`config.mk`:
```
export PLATFORM = sky130hd
export DESIGN_NAME = opnd_resolver
export DESIGN_NICKNAME = d
export VERILOG_FILES = /design/src/rtl/opnd_pkg.sv /design/src/rtl/opnd_ctrl.sv /design/src/rtl/opnd_dpath.sv /design/src/rtl/opnd_resolver.sv
export SDC_FILE = /design/constraint.sdc
export NUM_CORES = 1
export LEC_CHECK = 0
export ABC_AREA = 1
export BUFFER_PORTS_ARGS = -buffer_cell sky130_fd_sc_hd__buf_4
export CAP_MARGIN = 20
export CORE_UTILIZATION = 55
export DETAILED_ROUTE_END_ITERATION = 8
export PLACE_DENSITY = 0.82
export SLEW_MARGIN = 10
export SYNTH_ARGS = -nofsm -noshare
export SYNTH_HDL_FRONTEND = slang
export SYNTH_SLANG_ARGS = --single-unit
export TNS_END_PERCENT = 30
```
`constraint.sdc`:
```
create_clock -name clk -period 1.8 [get_ports clk]
set_input_delay 0.18 -clock clk [delete_from_list [all_inputs] [get_ports clk]]
set_output_delay 0.18 -clock clk [all_outputs]
set_load 0.01 [all_outputs]
```
`src/rtl/opnd_pkg.sv`:
```
package opnd_pkg;

  typedef enum logic [3:0] {
    MODE_IMM     = 4'd0,
    MODE_REG     = 4'd1,
    MODE_DIR     = 4'd2,
    MODE_IND     = 4'd3,
    MODE_BOFS    = 4'd4,
    MODE_PCREL   = 4'd5,
    MODE_POSTINC = 4'd6,
    MODE_PREDEC  = 4'd7,
    MODE_MIND    = 4'd8
  } opMode_e;

  // Strobes from the sequencer to the datapath
  typedef struct packed {
    logic load;       // latch operands and computed address at start
    logic takeData;   // final read data becomes the result
    logic chainAddr;  // first read data becomes the next address
  } dpStrobe_t;

  function automatic logic modeValid(input logic [3:0] m);
    return m <= 4'd8;
  endfunction

  function automatic logic modeUsesMem(input logic [3:0] m);
    return (m == MODE_DIR) || (m == MODE_IND) || (m == MODE_BOFS) ||
           (m == MODE_POSTINC) || (m == MODE_PREDEC) || (m == MODE_MIND);
  endfunction

  function automatic logic modeWritesBack(input logic [3:0] m);
    return (m == MODE_POSTINC) || (m == MODE_PREDEC);
  endfunction

endpackage

```
`src/rtl/opnd_ctrl.sv`:
```
module opnd_ctrl
  import opnd_pkg::*;
(
  input  logic       clk,
  input  logic       rstN,
  input  logic       start,
  input  logic [3:0] mode,
  input  logic       memReqReady,
  input  logic       memRspValid,
  output dpStrobe_t  strb,
  output logic       memReqValid,
  output logic       busy,
  output logic       done,
  output logic       wbEn,
  output logic       modeErr
);

  typedef enum logic [1:0] {S_IDLE, S_REQ, S_WAIT, S_FIN} state_e;

  state_e state;
  logic   chainPend;
  logic   wbQ;
  logic   errQ;

  always_comb begin
    strb = '0;
    strb.load = (state == S_IDLE) && start;
    if (state == S_WAIT && memRspValid) begin
      if (chainPend) strb.chainAddr = 1'b1;
      else           strb.takeData  = 1'b1;
    end
  end

  always_ff @(posedge clk) begin
    if (!rstN) begin
      state     <= S_IDLE;
      chainPend <= 1'b0;
      wbQ       <= 1'b0;
      errQ      <= 1'b0;
    end else begin
      case (state)
        S_IDLE: if (start) begin
          wbQ       <= modeWritesBack(mode);
          errQ      <= !modeValid(mode);
          chainPend <= (mode == MODE_MIND);
          state     <= modeUsesMem(mode) ? S_REQ : S_FIN;
        end
        S_REQ:  if (memReqReady) state <= S_WAIT;
        S_WAIT: if (memRspValid) begin
          if (chainPend) begin
            chainPend <= 1'b0;
            state     <= S_REQ;
          end else begin
            state     <= S_FIN;
          end
        end
        default: state <= S_IDLE;
      endcase
    end
  end

  assign memReqValid = (state == S_REQ);
  assign busy        = (state != S_IDLE);
  assign done        = (state == S_FIN);
  assign wbEn        = done && wbQ;
  assign modeErr     = done && errQ;

  AST_DONE_PULSE: assert property (@(posedge clk) disable iff (!rstN)
    done |=> !done);
  AST_WB_WITH_DONE: assert property (@(posedge clk) disable iff (!rstN)
    wbEn |-> done);
  AST_BAD_MODE_FLAGGED: assert property (@(posedge clk) disable iff (!rstN)
    (start && !busy && !modeValid(mode)) |=> (done && modeErr && !memReqValid && !wbEn));
  AST_IMM_NO_MEM: assert property (@(posedge clk) disable iff (!rstN)
    (start && !busy && (mode == MODE_IMM)) |=> (done && !memReqValid));
  AST_PCREL_NO_MEM: assert property (@(posedge clk) disable iff (!rstN)
    (start && !busy && (mode == MODE_PCREL)) |=> (done && !memReqValid));

endmodule

```
`src/rtl/opnd_dpath.sv`:
```
module opnd_dpath
  import opnd_pkg::*;
#(
  parameter int WIDTH = 16,
  parameter int IDX_W = 5
) (
  input  logic             clk,
  input  logic             rstN,
  input  dpStrobe_t        strb,
  input  logic [3:0]       mode,
  input  logic [WIDTH-1:0] baseVal,
  input  logic [IDX_W-1:0] baseIdx,
  input  logic [WIDTH-1:0] immVal,
  input  logic [WIDTH-1:0] absAddr,
  input  logic [WIDTH-1:0] pcVal,
  input  logic [WIDTH-1:0] memRspData,
  output logic [WIDTH-1:0] memReqAddr,
  output logic [WIDTH-1:0] result,
  output logic [IDX_W-1:0] wbIdx,
  output logic [WIDTH-1:0] wbVal
);

  localparam logic [WIDTH-1:0] ONE = WIDTH'(1);

  logic [WIDTH-1:0] ofsSum;    // shared base+displacement adder
  logic [WIDTH-1:0] pcSum;
  logic [WIDTH-1:0] incVal;
  logic [WIDTH-1:0] decVal;
  logic [WIDTH-1:0] effAddr;
  logic [WIDTH-1:0] directRes;
  logic [WIDTH-1:0] newBase;

  logic [WIDTH-1:0] addrQ;
  logic [WIDTH-1:0] resQ;
  logic [WIDTH-1:0] wbValQ;
  logic [IDX_W-1:0] wbIdxQ;

  always_comb begin
    ofsSum = baseVal + immVal;
    pcSum  = pcVal + immVal;
    incVal = baseVal + ONE;
    decVal = baseVal - ONE;

    case (mode)
      MODE_DIR, MODE_MIND:     effAddr = absAddr;
      MODE_IND, MODE_POSTINC:  effAddr = baseVal;
      MODE_BOFS:               effAddr = ofsSum;
      MODE_PREDEC:             effAddr = decVal;
      default:                 effAddr = '0;
    endcase

    case (mode)
      MODE_IMM:   directRes = immVal;
      MODE_REG:   directRes = baseVal;
      MODE_PCREL: directRes = pcSum;
      default:    directRes = '0;
    endcase

    newBase = (mode == MODE_POSTINC) ? incVal : decVal;
  end

  always_ff @(posedge clk) begin
    if (!rstN) begin
      addrQ  <= '0;
      resQ   <= '0;
      wbValQ <= '0;
      wbIdxQ <= '0;
    end else begin
      if (strb.load) begin
        addrQ  <= effAddr;
        resQ   <= directRes;
        wbValQ <= newBase;
        wbIdxQ <= baseIdx;
      end
      if (strb.chainAddr) addrQ <= memRspData;
      if (strb.takeData)  resQ  <= memRspData;
    end
  end

  assign memReqAddr = addrQ;
  assign result     = resQ;
  assign wbVal      = wbValQ;
  assign wbIdx      = wbIdxQ;

endmodule

```
`src/rtl/opnd_resolver.sv`:
```
module opnd_resolver
  import opnd_pkg::*;
#(
  parameter int WIDTH = 16,
  parameter int IDX_W = 5
) (
  input  logic             clk,
  input  logic             rstN,
  input  logic             start,
  input  logic [3:0]       mode,
  input  logic [WIDTH-1:0] baseVal,
  input  logic [IDX_W-1:0] baseIdx,
  input  logic [WIDTH-1:0] immVal,
  input  logic [WIDTH-1:0] absAddr,
  input  logic [WIDTH-1:0] pcVal,
  output logic             memReqValid,
  output logic [WIDTH-1:0] memReqAddr,
  input  logic             memReqReady,
  input  logic             memRspValid,
  input  logic [WIDTH-1:0] memRspData,
  output logic             busy,
  output logic             done,
  output logic [WIDTH-1:0] result,
  output logic             wbEn,
  output logic [IDX_W-1:0] wbIdx,
  output logic [WIDTH-1:0] wbVal,
  output logic             modeErr
);

  dpStrobe_t strb;

  opnd_ctrl uCtrl (
    .clk         (clk),
    .rstN        (rstN),
    .start       (start),
    .mode        (mode),
    .memReqReady (memReqReady),
    .memRspValid (memRspValid),
    .strb        (strb),
    .memReqValid (memReqValid),
    .busy        (busy),
    .done        (done),
    .wbEn        (wbEn),
    .modeErr     (modeErr)
  );

  opnd_dpath #(.WIDTH(WIDTH), .IDX_W(IDX_W)) uDpath (
    .clk        (clk),
    .rstN       (rstN),
    .strb       (strb),
    .mode       (mode),
    .baseVal    (baseVal),
    .baseIdx    (baseIdx),
    .immVal     (immVal),
    .absAddr    (absAddr),
    .pcVal      (pcVal),
    .memRspData (memRspData),
    .memReqAddr (memReqAddr),
    .result     (result),
    .wbIdx      (wbIdx),
    .wbVal      (wbVal)
  );

  AST_REQ_HOLD: assert property (@(posedge clk) disable iff (!rstN)
    (memReqValid && !memReqReady) |=> (memReqValid && $stable(memReqAddr)));
  AST_BUSY_NO_RESTART: assert property (@(posedge clk) disable iff (!rstN)
    (done && start) |=> !busy);

endmodule

```
======== Yosys cells after proc, flatten, opt, wreduce, memory -nomap -nowiden ========
Index checks and enable logic that the tools add are counted.
operators by class
  add/subtract/negate cells ............... 4
  order comparisons ....................... 1
  equal/unequal tests ..................... 14
  multiplexer cells ....................... 19
  reductions and logical operators ........ 22
operator list
  kind                                                    count
  2-to-1 mux 16 bit                                       5
  one-hot mux 16 bit (4 select lines)                     1
  one-hot mux 16 bit (3 select lines)                     1
  adder 16 bit                                            2
  adder 16 x 1 -> 16 bit (second input constant)          1
  == test 4 x 3 -> 1 bit (second input constant)          4
  subtractor 16 x 1 -> 16 bit (second input constant)     1
  2-to-1 mux 2 bit                                        6
  == test 4 x 2 -> 1 bit (second input constant)          2
  nonzero test 2 bit                                      4
  logical OR 1 bit                                        6
  one-hot mux 2 bit (3 select lines)                      1
  AND reduction 3 bit                                     2
  == test 2 bit (second input constant)                   2
  == test 4 x 1 -> 1 bit (second input constant)          1
  == test 4 bit (second input constant)                   1
  less-or-equal comparator 4 bit (second input constant)  1
  logical AND 1 bit                                       4
  zero test 4 bit                                         1
  2-to-1 mux 1 bit                                        4
  != test 2 bit (second input constant)                   2
  OR reduction 2 bit                                      2
  == test 2 x 1 -> 1 bit (second input constant)          1
  zero test 2 bit                                         1
  other kinds (4)                                         4
storage, ports and cells
  bits in registers ....................... 58
  bits of input ports ..................... 94
  output and inout bits ................... 58
  logic and storage cells ................. 68

======== Logic depth before layout (Yosys ltp) ========
  depth after elaboration ................. 9
  gate-level depth with buffers ........... 13
  depth with buffers taken out ............ 13

======== By module ========
Synthesis repeated with hierarchy kept, for this count alone.
unflattened totals
  cell total of the unflattened synthesis .. 1,007
  area total of the unflattened synthesis .. 5,800.6 um^2
by module, submodules not included
  module      times used  cells each  area each (um^2)  sequential area each (um^2)
  opnd_dpath  1           950         5,467.7           1,061.0
  opnd_ctrl   1           57          332.8             100.1

======== Worst setup path after synthesis ========
OpenSTA, ideal clock, no wires.
  path type ............................... input to register
  from .................................... input port baseVal[0]
  to ...................................... register uDpath.addrQ[8] (netlist: uDpath.memReqAddr[8])
  setup time .............................. 0.132 ns
  arrival time ............................ 1.399 ns
  data required time ...................... 1.668 ns
  slack ................................... 0.269 ns
  stages on the path ...................... 11
  path buffers ............................ 0
  cells stage by stage .................... ha_1 inv_1 fa_1 inv_1 nand3_1 nand3_1 a21oi_1 nor2_1 nor2_1 o21ai_0 a21oi_1
between the ends
  word-level cells in the longest chain between the ends .. 4
  elaborated cells between the ends (all ways) .. 5
  classes of those cells .................. 2 x add/sub; 3 x mux
ends and longest elaborated chain
  item                                                                RTL line                            RTL
  start, declared                                                     opnd_resolver.sv:11                 input logic [WIDTH-1:0] baseVal,
  subtractor 16 x 1 -> 16 bit / adder 16 bit (equally long branches)  opnd_dpath.sv:42, opnd_dpath.sv:39
  one-hot mux 16 bit (4 select lines) (*)                             opnd_dpath.sv:44                    case (mode)
  2-to-1 mux 16 bit (*)                                               opnd_dpath.sv:69                    if (strb.load) begin
  2-to-1 mux 16 bit (*)                                               opnd_dpath.sv:75                    if (strb.chainAddr) addrQ <= memRspData;
  end signal, assigned                                                opnd_dpath.sv:70                    addrQ <= effAddr;
  end signal, assigned                                                opnd_dpath.sv:75
  end, declared                                                       opnd_dpath.sv:33                    logic [WIDTH-1:0] addrQ;
Every way passes the cells marked *; elsewhere a longest branch is shown, timed or not. The select of a mux whose other input is x is not followed.
A chain may end at the register's enable or synchronous reset.

======== Final worst setup path ========
  from .................................... register uCtrl.state[0]
  to ...................................... register uDpath.resQ[13] (netlist: uDpath.result[13])
between the ends
  word-level cells in the longest chain between the ends .. 4
  elaborated cells between the ends (all ways) .. 7
  classes of those cells .................. 1 x eq/ne; 2 x mux; 4 x reduce/logical
ends and longest elaborated chain
  item                                                            RTL line          RTL
  start, declared                                                 opnd_ctrl.sv:20   state_e state;
  start signal, assigned                                          opnd_ctrl.sv:46   state <= modeUsesMem(mode) ? S_REQ : S_FIN;
  == test 2 bit                                                   opnd_ctrl.sv:28   if (state == S_WAIT && memRspValid) begin
  logical AND 1 bit                                               opnd_ctrl.sv:28
  2-to-1 mux 2 bit                                                opnd_ctrl.sv:28
  2-to-1 mux 16 bit / nonzero test 2 bit (equally long branches)  -
  end signal, assigned                                            opnd_dpath.sv:71  resQ <= directRes;
  end signal, assigned                                            opnd_dpath.sv:76  if (strb.takeData) resQ <= memRspData;
  end, declared                                                   opnd_dpath.sv:34  logic [WIDTH-1:0] resQ;
Parallel ways exist; a longest one is shown, timed or not.

==> summary.md <==
| Metric | Value |
|---|---|
| Clock sink count | 58 |
| Total grt overflow | 0 |
| IO Port Bufs | 151 |
| Setup WS pre-CTS | -0.103 ns |
| Worst hold path type | primary input to flip-flop |
| Top_reg_cell synth | dfxtp_1 |
| Detail Route Antenna Nets | 0 |
| Pwr Density | 605 nW/um^2 |
| WS Path Type | flip-flop to flip-flop |
| Post-placement cell area | 7480 sq um |
| DRC viols | 0 |
| CTS tree | built |
| Final core occ | 74.1% |
| Warnings, synthesis | 0 |
| Relative slew slack | 68.1% |
| CP delay by family, top | buffers and inverters |
| Total power | 4.65 mW |
| Initial Util | 56.9% |
| Clk Latency, worst-skew pair | 0.35 ns |
| Least-Margin Pin Slew | 0.478 ns |
| Syn Nets | 1,195 |
| FF+latch area | 1160 sq um |
| Cell area after layout | 7690 sq um |
| Gpl congestion | 1.02 |
| Placed Instances | 1,377 |
| Peak supply drop | 0.748 mV |
| Clk buf depth | 2 |
| Mean number of vias per cell | 5.34 |
| DIE AREA | 11,200 sq um |
| 1st-iter DRT viols | 685 |
| Synth top area cells | nand2_1 24%, dfxtp_1 20%, inv_1 12% |
| CP dominant cell by count | inv_1 |
| Synthesized cell area | 5910 sq um |
| Vias in the first global route | 6,881 |
| Slew Viols, Final | 0 |
| GRT Total Usage | 38.1% |
| Setup ws final | 0.0957 ns |
| CP max FO | 7 |
| Number of max-cap violations | 0 |
| Slowest-stage cell, CP | dfxtp_1 |
| Reg clk slew, reported paths | 0.08 ns |
| Max Freq | 587 MHz |
| Layout Nets | 1,383 |
| Final setup viols | 0 |
| CP peak stage delay | 0.34 ns |
| Core Area | 10,400 sq um |
| Final cell count without fillers | 1,396 |
| Most frequent cell after synthesis | nand2_1 |
| Critical path endpoint category | flip-flop |
| Die H | 106 um |
| Die X | 106 um |
| Register area share after synthesis | 19.7% |
| Yosys cell types | 42 |
| Via count | 7,449 |
| Clock Skew | 0.0114 ns |
| Post-CTS Hold Fix Bufs | 0 |
| Fin. Hold Viols | 0 |
| Layout area overhead | 30.1% |
| Top cells by count, synth | 370 x nand2_1, 184 x inv_1, 91 x nand3_1 |
| EDFF count, synth | 0 |
| Fillers | 981 |
| First-pass GRT wire length | 33,200 um |
| Total Wirelength | 21,100 um |
| Clock root buffer | clkbuf_8 |
| Initial antenna violation count | 0 |
| # diodes | 0 |
| Startpoint types | flip-flop |
| Drt wl/cell | 15.1 um |
| Arr. time, crit path | 1.93 ns |
| Async SR Flop Fraction | 0% |
| Flop2flop setup slack | 0.1 ns |
| Crit share post-route | 94.7% |
| Num CTS Buffers | 9 |
| Yosys reg bits | 58 |
| Hold path cells | 3 |
| Final HPWL DP | 17,000 um |
| RSZ-0062 raised after global routing | yes |
| Stages on the worst setup path | 11 |
| Largest net degree at the start of global routing | 43 |
| Post-layout min period | 1.70 ns |
| Cell Chain, Critical Path | inv_1 -> nand3_1 -> inv_1 -> nand2_1 -> nand2_4 -> clkinvlp_4 -> buf_4 -> nand2_1 -> o21ai_0 -> inv_1 -> a21oi_1 |
| Row cnt | 37 |
| Avg Cell Area, Syn | 5.53 sq um |
| Drt first pass iters | 7 |
| H-tree depth | 3 |
| Worst path buffer plus inverter count | 5 |
| Multi-input gate area | 3880 sq um |
| CP required | 2.03 ns |
| Top-area cell type share of the netlist area | 23.5% |
| Ports | 152 |
| LEAKAGE | 4.22 nW |
| Status | finished, final reports clean |
| Cell count after synthesis | 1,067 |
| Share of layout cells above drive strength 1 | 19.8% |
| Reg2reg path depth | 11 |
| Largest area contributor in the netlist | nand2_1 |
per-layer routing:
metal	vias up	share of wire [%]	wire length [um]	GRT usage, %
met5	-	0	0	0
met4	0	3.9	826	16.6
met3	61	8.8	1850	4.45
met2	388	46	9650	64.8
met1	3272	41	8740	48.5
li1	3728	-	-	-
cell families after synthesis:
family                     synth area share (%)
buffers and inverters                      14.9
xor gates and xnor gates                   2.67
adders and majority gates                  7.46
DFF                                        19.7
AOI/OAI and AO/OA                          13.5
and+or+nand+nor                            41.8
sequential cells by signal (all words and copies together) (netlist names):
name / cells
uDpath.wbVal: 16
uDpath.memReqAddr: 16
uCtrl.wbQ: 1
uDpath.result: 16
uDpath.wbIdx: 5
uCtrl.errQ: 1
uCtrl.state: 2
uCtrl.chainPend: 1
worst paths after layout:
| path | start | endpoint |
|---|---|---|
| worst max-delay path | uCtrl.state[0] | uDpath.result[13] |
| worst min-delay path | baseIdx[3] | uDpath.wbIdx[3] |
| worst min register to register | uDpath.wbVal[15] | uDpath.wbVal[15] |
| worst max register to register | uCtrl.state[0] | uDpath.result[13] |
report_power, final:
part	internal, mW	switching [mW]
combinational	0.844	1.20
clock	0.529	0.556
sequential	1.43	0.0925
total	2.80	1.85
cell usage in the layout, fill, tap and decap left out, types with 2 or more instances in the layout:
cell type,n
nand3_1,91
nand2_2,4
clkinv_2,3
o211ai_1,7
or2_2,8
xor2_1,16
and2_1,2
nor2_2,4
ha_1,32
buf_4,206
clkinv_1,2
a22o_1,4
clkbuf_8,10
o21ai_0,55
a21oi_1,55
xnor2_1,2
nor3b_1,2
a31oi_1,10
nor3_1,8
dfxtp_1,58
nand4_1,9
nand2_1,368
nand3b_1,4
fa_1,2
inv_1,183
o221ai_1,4
inv_2,3
buf_12,2
clkinvlp_4,4
o21bai_1,2
nor2_1,87
layout make-up:
type | instances | share of cell area, %
Clock buffer | 11 | 1.84
Clock inverter | 5 | 0.391
Inverter | 189 | 9.28
Multi-Input combinational cell | 788 | 50.4
Sequential cell | 58 | 15.1
Tap cell | 136 | 2.21
Timing Repair Buffer | 208 | 20.6
Timing Repair inverter | 1 | 0.0977
repair_timing:
action                     CTS  global route
hold endpoints to repair     0             0
setup buffers                0             2
setup endpoints to repair    0            13
gates resized for setup      0             5
metrics by stage:
step	hold WS (ns)	TNS, ns
4_1_cts	0.0791	0
3_5_place_dp	0.438	-0.468
3_3_place_gp	0.429	-0.210
5_1_grt	0.0949	-0.0422
2_1_floorplan	0.270	0
6_report	0.0775	0
worst reg2reg max path: cells and delay by family (launching register included):
family	cells	cell delay (ns)
flops	1	0.34
simple gates	4	0.46
compound gates	2	0.14
buf+inv	5	0.65
No activity file was read; power rests on OpenSTA's default activity.
